--- src/rtl/sfc_pkg.sv ---
package sfc_pkg;
  localparam int BYTE_W   = 8;
  localparam int N_DATA   = 4;
  localparam int IDX_W    = 4;

  typedef struct packed {
    logic       valid;
    logic       has_addr;
    logic       has_dummy;
    logic [2:0] n_wr;
    logic [2:0] n_rd;
  } shape_t;

  typedef enum logic [1:0] {SQ_IDLE, SQ_LOAD, SQ_WAIT, SQ_END} seq_state_t;

  function automatic shape_t decode_mode(input logic [3:0] code);
    shape_t s;
    s = '0;
    s.valid = 1'b1;
    case (code)
      4'h1: ;
      4'h2: s.n_wr = 3'd1;
      4'h3: s.n_rd = 3'd2;
      4'h4: s.has_addr = 1'b1;
      4'h5: begin s.has_addr = 1'b1; s.n_wr = 3'd1; end
      4'h6: begin s.has_addr = 1'b1; s.n_wr = 3'd4; end
      4'h7: begin s.has_addr = 1'b1; s.has_dummy = 1'b1; s.n_rd = 3'd4; end
      4'h8: begin s.has_addr = 1'b1; s.n_rd = 3'd1; end
      4'h9: begin s.has_addr = 1'b1; s.n_rd = 3'd2; end
      4'hA: begin s.has_addr = 1'b1; s.n_rd = 3'd3; end
      4'hB: begin s.has_addr = 1'b1; s.n_rd = 3'd4; end
      default: s = '0;
    endcase
    return s;
  endfunction
endpackage

--- src/rtl/sfc_regs.sv ---
module sfc_regs
  import sfc_pkg::*;
(
  input  logic                          clk,
  input  logic                          rst_n,
  input  logic                          wr_en,
  input  logic [2:0]                    wr_addr,
  input  logic [BYTE_W-1:0]             wr_data,
  input  logic [2:0]                    rd_addr,
  output logic [BYTE_W-1:0]             rd_data,
  input  logic                          busy,
  input  logic                          store_en,
  input  logic [1:0]                    store_idx,
  input  logic [BYTE_W-1:0]             store_data,
  output logic                          go,
  output logic [3:0]                    go_code,
  output logic [BYTE_W-1:0]             opcode,
  output logic [3:0]                    addr_top,
  output logic [BYTE_W-1:0]             addr_mid,
  output logic [BYTE_W-1:0]             addr_low,
  output logic [N_DATA-1:0][BYTE_W-1:0] data_q
);
  logic host_wr;
  shape_t req_shape;

  assign host_wr   = wr_en && !busy;
  assign go_code   = wr_data[7:4];
  assign req_shape = decode_mode(go_code);
  assign go        = host_wr && (wr_addr == 3'd1) && req_shape.valid;

  always_ff @(posedge clk or negedge rst_n) begin
    if (!rst_n) begin
      opcode   <= '0;
      addr_top <= '0;
      addr_mid <= '0;
      addr_low <= '0;
      data_q   <= '0;
    end else begin
      if (host_wr) begin
        case (wr_addr)
          3'd0: opcode   <= wr_data;
          3'd1: if (go) addr_top <= wr_data[3:0];
          3'd2: addr_mid <= wr_data;
          3'd3: addr_low <= wr_data;
          default: data_q[wr_addr[1:0]] <= wr_data;
        endcase
      end
      if (store_en) data_q[store_idx] <= store_data;
    end
  end

  always_comb begin
    case (rd_addr)
      3'd0:    rd_data = opcode;
      3'd1:    rd_data = {7'b0, busy};
      3'd2:    rd_data = addr_mid;
      3'd3:    rd_data = addr_low;
      default: rd_data = data_q[rd_addr[1:0]];
    endcase
  end
endmodule

--- src/rtl/sfc_seq.sv ---
module sfc_seq
  import sfc_pkg::*;
(
  input  logic                          clk,
  input  logic                          rst_n,
  input  logic                          go,
  input  logic [3:0]                    go_code,
  input  logic [BYTE_W-1:0]             opcode,
  input  logic [3:0]                    addr_top,
  input  logic [BYTE_W-1:0]             addr_mid,
  input  logic [BYTE_W-1:0]             addr_low,
  input  logic [N_DATA-1:0][BYTE_W-1:0] data_q,
  input  logic                          byte_done,
  input  logic [BYTE_W-1:0]             rx_byte,
  output logic                          busy,
  output logic                          csn,
  output logic                          byte_start,
  output logic [BYTE_W-1:0]             tx_byte,
  output logic                          store_en,
  output logic [1:0]                    store_idx,
  output logic [BYTE_W-1:0]             store_data
);
  seq_state_t      state;
  shape_t          shp;
  logic [IDX_W-1:0] idx, hdr, last, slot;
  logic            in_data, is_read;

  assign hdr     = IDX_W'(1) + (shp.has_addr ? IDX_W'(3) : IDX_W'(0)) + IDX_W'(shp.has_dummy);
  assign last    = hdr + IDX_W'(shp.n_wr) + IDX_W'(shp.n_rd) - IDX_W'(1);
  assign slot    = idx - hdr;
  assign in_data = (idx >= hdr);
  assign is_read = in_data && (shp.n_rd != 3'd0);

  always_comb begin
    tx_byte = '0;
    if (idx == '0)                           tx_byte = opcode;
    else if (shp.has_addr && idx == IDX_W'(1)) tx_byte = {4'h0, addr_top};
    else if (shp.has_addr && idx == IDX_W'(2)) tx_byte = addr_mid;
    else if (shp.has_addr && idx == IDX_W'(3)) tx_byte = addr_low;
    else if (in_data && shp.n_wr != 3'd0)    tx_byte = data_q[slot[1:0]];
  end

  assign busy       = (state != SQ_IDLE);
  assign byte_start = (state == SQ_LOAD);
  assign store_en   = (state == SQ_WAIT) && byte_done && is_read;
  assign store_idx  = slot[1:0];
  assign store_data = rx_byte;

  always_ff @(posedge clk or negedge rst_n) begin
    if (!rst_n) begin
      state <= SQ_IDLE;
      shp   <= '0;
      idx   <= '0;
      csn   <= 1'b1;
    end else begin
      case (state)
        SQ_IDLE: if (go) begin
          shp   <= decode_mode(go_code);
          idx   <= '0;
          csn   <= 1'b0;
          state <= SQ_LOAD;
        end
        SQ_LOAD: state <= SQ_WAIT;
        SQ_WAIT: if (byte_done) begin
          if (idx == last) state <= SQ_END;
          else begin
            idx   <= idx + IDX_W'(1);
            state <= SQ_LOAD;
          end
        end
        default: begin
          csn   <= 1'b1;
          state <= SQ_IDLE;
        end
      endcase
    end
  end
endmodule

--- src/rtl/sfc_shifter.sv ---
module sfc_shifter #(
  parameter int DIV_HALF = 4
) (
  input  logic       clk,
  input  logic       rst_n,
  input  logic       start,
  input  logic [7:0] tx,
  input  logic       miso,
  output logic       sclk,
  output logic       mosi,
  output logic       done,
  output logic [7:0] rx
);
  localparam int CW = (DIV_HALF > 1) ? $clog2(DIV_HALF) : 1;

  logic          active;
  logic [CW-1:0] cnt;
  logic [2:0]    bitn;
  logic [7:0]    sh;

  assign mosi = sh[7];

  always_ff @(posedge clk or negedge rst_n) begin
    if (!rst_n) begin
      active <= 1'b0;
      cnt    <= '0;
      bitn   <= '0;
      sh     <= '0;
      rx     <= '0;
      sclk   <= 1'b0;
      done   <= 1'b0;
    end else begin
      done <= 1'b0;
      if (start) begin
        active <= 1'b1;
        sh     <= tx;
        cnt    <= '0;
        bitn   <= '0;
        sclk   <= 1'b0;
      end else if (active) begin
        if (cnt == CW'(DIV_HALF - 1)) begin
          cnt <= '0;
          if (!sclk) begin
            sclk <= 1'b1;
            rx   <= {rx[6:0], miso};
          end else begin
            sclk <= 1'b0;
            if (bitn == 3'd7) begin
              active <= 1'b0;
              done   <= 1'b1;
            end else begin
              bitn <= bitn + 3'd1;
              sh   <= {sh[6:0], 1'b0};
            end
          end
        end else begin
          cnt <= cnt + CW'(1);
        end
      end
    end
  end
endmodule

--- src/rtl/sfc_engine.sv ---
module sfc_engine
  import sfc_pkg::*;
#(
  parameter int DIV_HALF = 4
) (
  input  logic       clk,
  input  logic       rst_n,
  input  logic       wr_en,
  input  logic [2:0] wr_addr,
  input  logic [7:0] wr_data,
  input  logic [2:0] rd_addr,
  output logic [7:0] rd_data,
  output logic       spi_sclk,
  output logic       spi_csn,
  output logic       spi_mosi,
  input  logic       spi_miso
);
  logic                          busy, go, byte_start, byte_done, store_en;
  logic [3:0]                    go_code, addr_top;
  logic [1:0]                    store_idx;
  logic [BYTE_W-1:0]             opcode, addr_mid, addr_low, tx_byte, rx_byte, store_data;
  logic [N_DATA-1:0][BYTE_W-1:0] data_q;

  sfc_regs u_regs (
    .clk(clk), .rst_n(rst_n), .wr_en(wr_en), .wr_addr(wr_addr), .wr_data(wr_data),
    .rd_addr(rd_addr), .rd_data(rd_data), .busy(busy),
    .store_en(store_en), .store_idx(store_idx), .store_data(store_data),
    .go(go), .go_code(go_code), .opcode(opcode), .addr_top(addr_top),
    .addr_mid(addr_mid), .addr_low(addr_low), .data_q(data_q)
  );

  sfc_seq u_seq (
    .clk(clk), .rst_n(rst_n), .go(go), .go_code(go_code), .opcode(opcode),
    .addr_top(addr_top), .addr_mid(addr_mid), .addr_low(addr_low), .data_q(data_q),
    .byte_done(byte_done), .rx_byte(rx_byte), .busy(busy), .csn(spi_csn),
    .byte_start(byte_start), .tx_byte(tx_byte), .store_en(store_en),
    .store_idx(store_idx), .store_data(store_data)
  );

  sfc_shifter #(.DIV_HALF(DIV_HALF)) u_shift (
    .clk(clk), .rst_n(rst_n), .start(byte_start), .tx(tx_byte), .miso(spi_miso),
    .sclk(spi_sclk), .mosi(spi_mosi), .done(byte_done), .rx(rx_byte)
  );
endmodule

--- config.mk ---
export PLATFORM = sky130hd
export DESIGN_NAME = sfc_engine
export DESIGN_NICKNAME = d
export VERILOG_FILES = /design/src/rtl/sfc_pkg.sv /design/src/rtl/sfc_regs.sv /design/src/rtl/sfc_seq.sv /design/src/rtl/sfc_shifter.sv /design/src/rtl/sfc_engine.sv
export SDC_FILE = /design/constraint.sdc
export NUM_CORES = 1
export LEC_CHECK = 0
export BUFFER_PORTS_ARGS = -buffer_cell sky130_fd_sc_hd__buf_2
export CORE_MARGIN = 2
export CORE_UTILIZATION = 35
export CTS_BUF_LIST = sky130_fd_sc_hd__clkbuf_4 sky130_fd_sc_hd__clkbuf_8
export DETAILED_ROUTE_END_ITERATION = 10
export HOLD_SLACK_MARGIN = 0.08
export PLACE_DENSITY = 0.52
export SETUP_SLACK_MARGIN = 0.15
export SYNTH_ARGS = -nofsm -noshare
export SYNTH_HDL_FRONTEND = slang
export SYNTH_HIERARCHICAL = 1
export SYNTH_SLANG_ARGS = --single-unit
--- constraint.sdc ---
create_clock -name clk -period 4.47 [get_ports clk]
set_clock_uncertainty 0.05 [all_clocks]
set_input_delay 0 -clock clk [delete_from_list [all_inputs] [get_ports clk]]
set_output_delay 0 -clock clk [all_outputs]
set_load 0.02 [all_outputs]
==> metrics, run 1 <==
Setup crit start kind register; Slew Viols, Final 0; CP max FO 16; postcts setup bufs 0; CTS max path bufs 2; GRT Overall Usage a little under a fifth; # clock sinks 98; Starting Density a little over a third; cts bufs inserted 9; CTS tree built; Antenna Nets Post-Route 0; RSZ-0062 raised after global routing no; Worst path max stage delay 0.59 ns; Hold Violations, Final 0; M1 WL 7154 um; first-pass GRT wire length 26470 um; Post-Synthesis Mean Instance Area 10.39 um^2; Design Power 4.350 mW; vias approximately 4600; uppermost layer routed met4; Slowest cell on crit path nand3b_1; H-tree depth 3; # IOs 29; CP cell instances inv_1 > ha_1 > inv_1 > ha_1 > buf_4 > a21bo_2 > a221oi_1 > nand2b_1 > a21oi_1 > nand3b_1 > nor2_1 > a31oi_1; WP data required about 4.7 ns; Async S/R FF share, synth 100.0%; Primary FF master, synth dfrtp_1; share of cells above drive strength 1 20.27%; Pleak 2.830 nW; Reg2Reg Setup Slack 1.03 ns; reg2reg start u_seq/shp[7]; most common cell after layout, fill and taps aside dfrtp_1; Pre-antenna DRT Iters 5; input/output buffers 28; peak supply drop 278.6 uV; routed wl met2 7768 um; DR WL/cell 19.49 um; fmax about 290 MHz; antenna fix cells 0; Mapped Area 6141 um^2; met3 WL roughly 670 um; critical path capture point type register; Die H 136.5 um; Data arrival, critical path roughly 3.6 ns; Post-Syn Nets approximately 630; clock latency on the worst-skew pair approximately 0.39 ns; Slew @ Worst Pin approximately 1.3 ns; Core Region around 17000 um^2; vias in the first global route between 4000 and 5000; RD Place Congestion 0.8174; largest net degree at the start of global routing 56; maximum capacitance violations 0; via density per instance roughly 5.6; First DRT Iteration DRCs 267; FP Rows 48; most frequent cells in the layout dfrtp_1 (97), o21ai_0 (50), nor2_1 (49); status complete, no violations; total grt overflow 0; # DRC 0; sequential area share after synthesis 39.96%; Worst Reg-to-Reg Cells 12; hpwl dp 11390 um; period utilization 76.85%; clock-pin slew on the worst setup and hold paths 0.11 ns; yosys warns 6; pwr/cell area 655.5 nW/um^2; Post-synth EDFFs 0; Setup-failing EPs final 0; TNS Setup 0 ns; Hold Path Class primary input to async pin; Final Net Count 634; minimum clock period after layout between 3 and 4 ns; Die ar. 18620 um^2; Max-slew headroom 13.97%; Distinct cells, synth 67; Root Driver clkbuf_8; initial antenna violation count 0; area delta synth->final 8.068%; Seq cells post-synth 98; final WL about 16000 um; Synth Instances 591; CP Class register to register; chip width 136.5 um; RR Endpoint u_regs/data_q[12]; FILL cells between 1500 and 2000
==> flip-flops by register name, summed over array words and instances (netlist names) <==
| register | flops |
|---|---|
| u_shift/bitn | 3 |
| u_shift/sclk | 1 |
| u_regs/opcode | 8 |
| u_shift/done | 1 |
| u_regs/addr_top | 4 |
| u_seq/shp | 7 |
| u_regs/addr_low | 8 |
| u_seq/csn | 1 |
| u_regs/addr_mid | 8 |
| u_regs/data_q | 32 |
| u_shift/active | 1 |
| u_shift/rx | 8 |
| u_seq/state | 2 |
| u_shift/sh | 8 |
| u_seq/idx | 4 |
| u_shift/cnt | 2 |
==> worst max path at each step <==
stage | start | end | slack, ns | cells after the start
floorplan | u_seq/shp[7] | u_seq/idx[2] | 1.57 | 12
global placement | u_seq/shp[7] | u_regs/data_q[4] | 1.26 | 12
detailed placement | u_seq/shp[7] | u_regs/data_q[12] | 1.08 | 12
CTS | u_seq/shp[7] | u_regs/data_q[12] | 1.06 | 12
global route | u_seq/shp[7] | u_regs/data_q[10] | 0.75 | 12
finish | u_seq/shp[7] | u_regs/data_q[12] | 1.03 | 12
==> cells by family after synthesis <==
family          share of synthesized area (%)
flops                                   39.96
xor+xnor                                1.854
fa+ha+maj                               5.134
buf+inv                                 6.418
mux                                     18.42
compound gates                          14.22
simple gates                            14.00
==> synthesized netlist by cell type (2+ instances only) <==
cell type	count	area [um^2]
o21a_1	3	22.52
mux2_2	41	461.7
nand2_1	31	116.4
or2_2	3	18.77
nor2_2	2	12.51
o32ai_1	2	17.52
nor2_1	49	183.9
o2bb2ai_1	9	78.83
nand3b_1	3	22.52
ha_1	22	275.3
o21ai_0	50	250.2
dfrtp_1	97	2427
a21o_1	3	22.52
nand4_1	2	12.51
mux2_4	6	90.09
nand2_2	3	18.77
a21oi_1	7	35.03
mux4_1	7	183.9
buf_2	15	75.07
and2_1	2	12.51
xor2_1	4	35.03
buf_8	2	30.03
nand3_1	36	180.2
nor3_1	6	30.03
a31oi_1	33	206.5
a22oi_1	3	22.52
nor2b_1	5	31.28
buf_4	15	112.6
and3_1	2	12.51
inv_1	21	78.83
mux4_2	10	225.2
xnor2_1	9	78.83
or4_1	4	30.03
o211ai_1	9	67.56
clkbuf_1	16	60.06
buf_6	3	33.78
a221o_1	5	50.05
mux2i_1	17	170.2
fa_1	2	40.04
nand2b_1	5	31.28
==> critical path: cells and delay by family (launching register included) <==
kind,cells,cell delay [ns]
simple gates,3,1.04
compound gates,4,0.69
fa+ha+maj,2,0.57
flops,1,0.51
buf+inv,3,0.43
==> final cells by class <==
class	instances	area (um^2)	share of cell area [%]
multi-input combinational	420	3293	49.62
sequential	98	2454	36.97
inverter	21	78.83	1.188
timing repair buffer	42	277.8	4.186
tap	225	281.5	4.242
clock buffer	10	137.6	2.074
clock inverter	6	113.9	1.716
==> routing by layer <==
layer | vias to the layer above | track usage [%]
li1 | 2159 | -
met4 | 0 | 7.292
met3 | 35 | 3.095
met1 | 2267 | 24.73
met2 | 118 | 30.39
met5 | - | 0
==> where the power goes <==
group          internal (mW)  total (mW)  switching (mW)
Combinational          0.974        1.97            1.00
Sequential              1.27        1.65           0.382
Clock                  0.388       0.724           0.336
Total                   2.63        4.35            1.72
==> stage by stage <==
step | utilization [%] | area, um^2 | setup WS, ns | hold WS, ns | std cells
after floorplan | - | 6141 | 1.570 | -0.3456 | 591
after detailed placement | 36.35 | 6265 | 1.077 | -0.002599 | 794
after global routing | 38.50 | 6636 | 0.7474 | 0.1389 | 822
after CTS | 38.50 | 6636 | 1.061 | 0.1229 | 822
final | 38.50 | 6636 | 1.035 | 0.08884 | 822
after global placement | 36.35 | 6265 | 1.255 | -0.004534 | 794
==> what timing repair did <==
action,in CTS,in global routing
endpoints found under the hold margin,100,0
resized for setup,0,0
hold buffers,12,0
Note: power is estimated with default switching activity, not from simulation.
==> run 2, diff against run 1 <==
Settings changed: PLACE_DENSITY 0.52 to 0.54.
Clock period 4.47 ns to 3 ns, I/O delays scaled along.
==> run 2 against run 1 <==
Flip-flop and latch count is the same. Maximum frequency grew 19%. Non-clock buffer count grew 18. Sequential power grew 48%. Clock-buffer cell count grew 1. Via count grew 2.3%. Sequential share of layout area shrank 0.87 points. Cell area grew 2.4%. Die area is the same. First-iteration DRC count grew 1.9%. Routed wire length grew 1.4%.
==> metrics, run 2 (synthesized netlist as in run 1, its figures left out) <==
status complete, no violations; # DRC 0; Worst path max stage delay 0.42 ns; hpwl dp 11480 um; GRT Overall Usage 18.52%; total grt overflow 0; chip width 136.5 um; worst setup margin 0.1020 ns; Antenna Nets Post-Route 0; vias in the first global route between 4000 and 5000; RD Place Congestion approximately 0.82; fmax around 350 MHz; largest net degree at the start of global routing 53; Worst setup startpoint u_seq/shp[6]; clock-pin slew on the worst setup and hold paths 0.10 ns; Setup-failing EPs final 0; initial antenna violation count 0; RSZ-0062 raised after global routing yes; maximum capacitance violations 0; via density per instance 5.577; vias 4685; input/output buffers 28; Setup crit start kind register; max FFs per register 32; Hold Path Class primary input to async pin; placed instance area 6387 um^2; Design Power ~6.5 mW; CTS max path bufs 2; Root Driver clkbuf_8; Largest Register u_regs/data_q; pwr/cell area 951.2 nW/um^2; critical path capture point type register; Die H between 100 and 150 um; Slew @ Worst Pin 0.9070 ns; CP max FO 4; FP Rows 48; # IOs 29; DR WL/cell roughly 19 um; peak supply drop 364.2 uV; Die ar. 18620 um^2; antenna fix cells 0; Slowest cell on crit path dfrtp_1; Max-slew headroom 38.76%; # clock sinks 98; dpl ws ~0.070 ns; First DRT Iteration DRCs 272; cts bufs inserted 9; Pleak 2.906 nW; Core Region 17240 um^2; area delta synth->final 10.68%; CP Class register to register; CP cell instances buf_6 > ha_4 > xnor2_2 > ha_1 > ha_2 > inv_2 > fa_1 > xor2_1 > xnor2_1 > o21ai_2 > a221o_1; CTS tree built; Final Net Count 652; Hold Violations, Final 0; first-pass GRT wire length approximately 26000 um; Data arrival, critical path about 3.1 ns; Final Cell Area 6797 um^2; final WL 16250 um; Starting Density about 36%; TNS Setup 0 ns; clock latency on the worst-skew pair 0.39 ns; Slew Viols, Final 0; reg2reg start u_seq/shp[6]; period utilization between 90% and 100%; most common cell after layout, fill and taps aside dfrtp_1; WP data required roughly 3.2 ns; H-tree depth 3; Worst Reg-to-Reg Cells 11; share of cells above drive strength 1 24.55%; minimum clock period after layout just under 3 ns; hold slack 0.1075 ns; Pre-antenna DRT Iters 5; most frequent cells in the layout dfrtp_1 (97), o21ai_0 (49), nor2_1 (48)
-- run 2: final cells by class --
| cell class | count | area [um^2] |
|---|---|---|
| Inverter | 21 | 78.83 |
| Clock inverter | 5 | 38.79 |
| Timing Repair Buffer | 60 | 447.9 |
| Fill cell | 1676 | 10440 |
| Clock buffer | 11 | 138.9 |
| Multi-Input combinational cell | 420 | 3357 |
| Tap cell | 225 | 281.5 |
| Sequential cell | 98 | 2454 |
-- run 2: final timing paths --
| check | endpoint | slack, ns |
|---|---|---|
| max | u_seq/idx[3] | 0.10 |
| max in group asynchronous | u_seq/csn | 2.08 |
| max reg2reg | u_seq/idx[3] | 0.10 |
| min reg2reg | u_seq/csn | 0.48 |
| min in group clk | u_seq/shp[6] | 0.16 |
| min | u_seq/state[0] | 0.11 |
-- run 2: critical path, delay by kind of cell, from the launching register on --
kind	cells	cell delay, ns
DFF	1	0.42
AOI/OAI and AO/OA	2	0.51
adders and majority gates	4	1.00
buffers and inverters	2	0.17
xor gates and xnor gates	3	0.63
-- run 2: stage by stage --
step | cells | util [%]
floorplan | 591 | -
global placement | 808 | 37.06
finish | 840 | 39.43
global route | 840 | 39.43
CTS | 840 | 39.09
detailed placement | 808 | 37.06
-- run 2: timing repair --
action	4_1_cts	5_1_grt
gates resized for setup	7	14
endpoints found under the hold margin	158	0
pin swaps	9	6
hold buffers	12	0
buffers inserted	4	0
cloned	0	0
setup endpoints to repair	2	42
-- run 2: power breakdown --
group / switching (mW) / total (mW) / internal (mW)
clock network: 0.501 / 0.828 / 0.327
logic: 1.62 / 3.20 / 1.58
registers: 0.550 / 2.44 / 1.89
total: 2.67 / 6.46 / 3.80
-- run 2: routing by layer --
layer / GRT usage (%) / share of wire [%]
met3: 3.020 / 3.7
met4: 7.407 / 2.1
met5: 0 / 0
met2: 30.53 / 50
met1: 24.27 / 45
==> run 3, diff against run 2 <==
Settings changed: CORE_UTILIZATION 35 to 50, PLACE_DENSITY 0.54 to 0.72.
==> run 3 against run 2 <==
Clock-buffer cell count unchanged. Cell area is 1.4% lower. Total power shrank 0.30%. Final cell count decreased by 8.9%. Combinational power is 2% lower. Utilization is 16 points higher. Register-to-register slack improved by 0.11 ns. Flip-flop and latch count did not move. Global-route usage increased by 5.6 points. Critical path depth decreased by 3. Critical path type unchanged. Highest routed layer unchanged. Sequential power barely moved. Non-clock buffer count increased by 3.
==> metrics, run 3 (synthesized netlist as in run 1, its figures left out) <==
status complete, no violations; Setup-failing EPs final 0; worst setup margin 0.2132 ns; maximum capacitance violations 0; RSZ-0062 raised after global routing yes; Max-slew headroom 37.71%; most common cell after layout, fill and taps aside dfrtp_1; share of power burned in registers 37.4%; CTS tree built; minimum clock period after layout 2.787 ns; First DRT Iteration DRCs 365; Starting Density approximately half; dpl ws 0.1311 ns; DR WL/cell 19.82 um; Pleak between 2 and 3 nW; vias 4811; P_int a little under 4 mW; fmax ~360 MHz; input/output buffers 28; peak supply drop roughly 570 uV; placed instance area 6292 um^2; Largest Register u_regs/data_q; CP max FO 3; period utilization a little over 90%; # DRC 0; total grt overflow 0; hpwl dp 10530 um; clock latency on the worst-skew pair between 0.3 and 0.4 ns; switching share of power 39.52%; CP cell instances inv_1 > ha_1 > fa_1 > fa_1 > xor2_1 > nand4_1 > or2_4 > a221o_1; initial antenna violation count 0; antenna fix cells 0; FP Rows 40; Hold Violations, Final 0; Setup crit start kind register; vias in the first global route 4806; # clock sinks 98; TNS Setup 0 ns; most frequent cells in the layout dfrtp_1 (96), o21ai_0 (49), nor2_1 (48); hold slack 0.1161 ns; Hold Path Class primary input to register; RD Place Congestion 0.8658; share of cells above drive strength 1 24.60%; CTS max path bufs 2; Slew @ Worst Pin 0.9344 ns; FILL cells 1042; cts bufs inserted 9; largest net degree at the start of global routing 75; Root Driver clkbuf_8; Data arrival, critical path 3.00 ns; first-pass GRT wire length 24560 um; Final Cell Area about 6700 um^2; # IOs 29; WP data required 3.21 ns; H-tree depth 3; Slowest cell on crit path fa_1; Antenna Nets Post-Route 0; Final Net Count 655; Slew Viols, Final 0; via density per instance 6.289; Pre-antenna DRT Iters 5; Worst path max stage delay 0.51 ns; max FFs per register 32; Die ar. 13180 um^2; clock group share of total power between 10% and 20%; GRT Overall Usage 24.14%; CP Class register to register; area delta synth->final 9.148%; Reg2Reg Setup Slack 0.21 ns; Comb power frac 48.7%; final WL 15160 um; Die H about 110 um; chip width 114.8 um; Core Region 12010 um^2; critical path capture point type register; pwr/cell area 961.6 nW/um^2; clock-pin slew on the worst setup and hold paths 0.09 ns; most used cell, CP fa_1; total net switching power roughly 2.5 mW
run 3: changes by cell type in the layout (fill, tap and decap cells not counted), sizes merged:
cell	previous run	this run
inv	23	22
buf	48	51
bufinv	0	1
run 3: worst paths after layout:
check / startpoint / to / depth (start not counted)
min in group asynchronous: rst_n / u_seq/state[0] / 2
setup / recovery: u_seq/shp[2] / u_seq/idx[2] / 8
hold reg to reg: u_seq/csn / u_seq/csn / 2
max in group asynchronous: rst_n / u_regs/data_q[27] / 3
hold / removal: wr_addr[2] / u_regs/addr_top[2] / 4
setup reg to reg: u_seq/shp[2] / u_seq/idx[2] / 8
run 3: critical path, delay by kind of cell (launching register included):
| kind | cells | cell delay (ns) |
|---|---|---|
| compound gates | 1 | 0.29 |
| flops | 1 | 0.39 |
| buf+inv | 1 | 0.06 |
| fa+ha+maj | 3 | 1.32 |
| xor+xnor | 1 | 0.15 |
| simple gates | 2 | 0.44 |
run 3: timing repair:
action | CTS | global route
hold buffers | 12 | 0
setup buffers | 2 | 3
resized for setup | 6 | 5
endpoints found under the hold margin | 130 | 0
pin swaps | 7 | 6
endpoints found under the setup margin | 2 | 45
run 3: layer usage:
metal,share of wire (%),GRT usage [%]
met1,40,30.54
met2,49,39.64
met3,6.9,5.271
met4,3.5,11.57
met5,0,0
run 3: power groups by stage:
stage / clock [mW] / combinational [mW] / sequential, mW
after global placement: 0 / 2.94 / 2.39
after global routing: 0.978 / 3.43 / 2.50
after detailed placement: 0 / 3.01 / 2.42
after floorplan: 0 / 2.50 / 2.21
after CTS: 0.922 / 3.10 / 2.40
final: 0.901 / 3.14 / 2.41
run 3: through the flow:
step           util [%]  power, mW  std cells
3_5_place_dp      52.39      5.431        732
5_1_grt           55.80      6.906        765
3_3_place_gp      52.39      5.321        732
2_1_floorplan         -      4.715        591
4_1_cts           55.53      6.420        762
6_report          55.80      6.445        765
run 3: area by class of cell:
cell class | instances | area [um^2] | share of cell area, %
Multi-Input combinational cell | 420 | 3338 | 49.80
Sequential cell | 98 | 2455 | 36.62
Timing Repair Buffer | 63 | 435.4 | 6.496
Tap cell | 147 | 183.9 | 2.744
Clock buffer | 11 | 151.4 | 2.259
Inverter | 21 | 78.83 | 1.176
Clock inverter | 5 | 60.06 | 0.8960
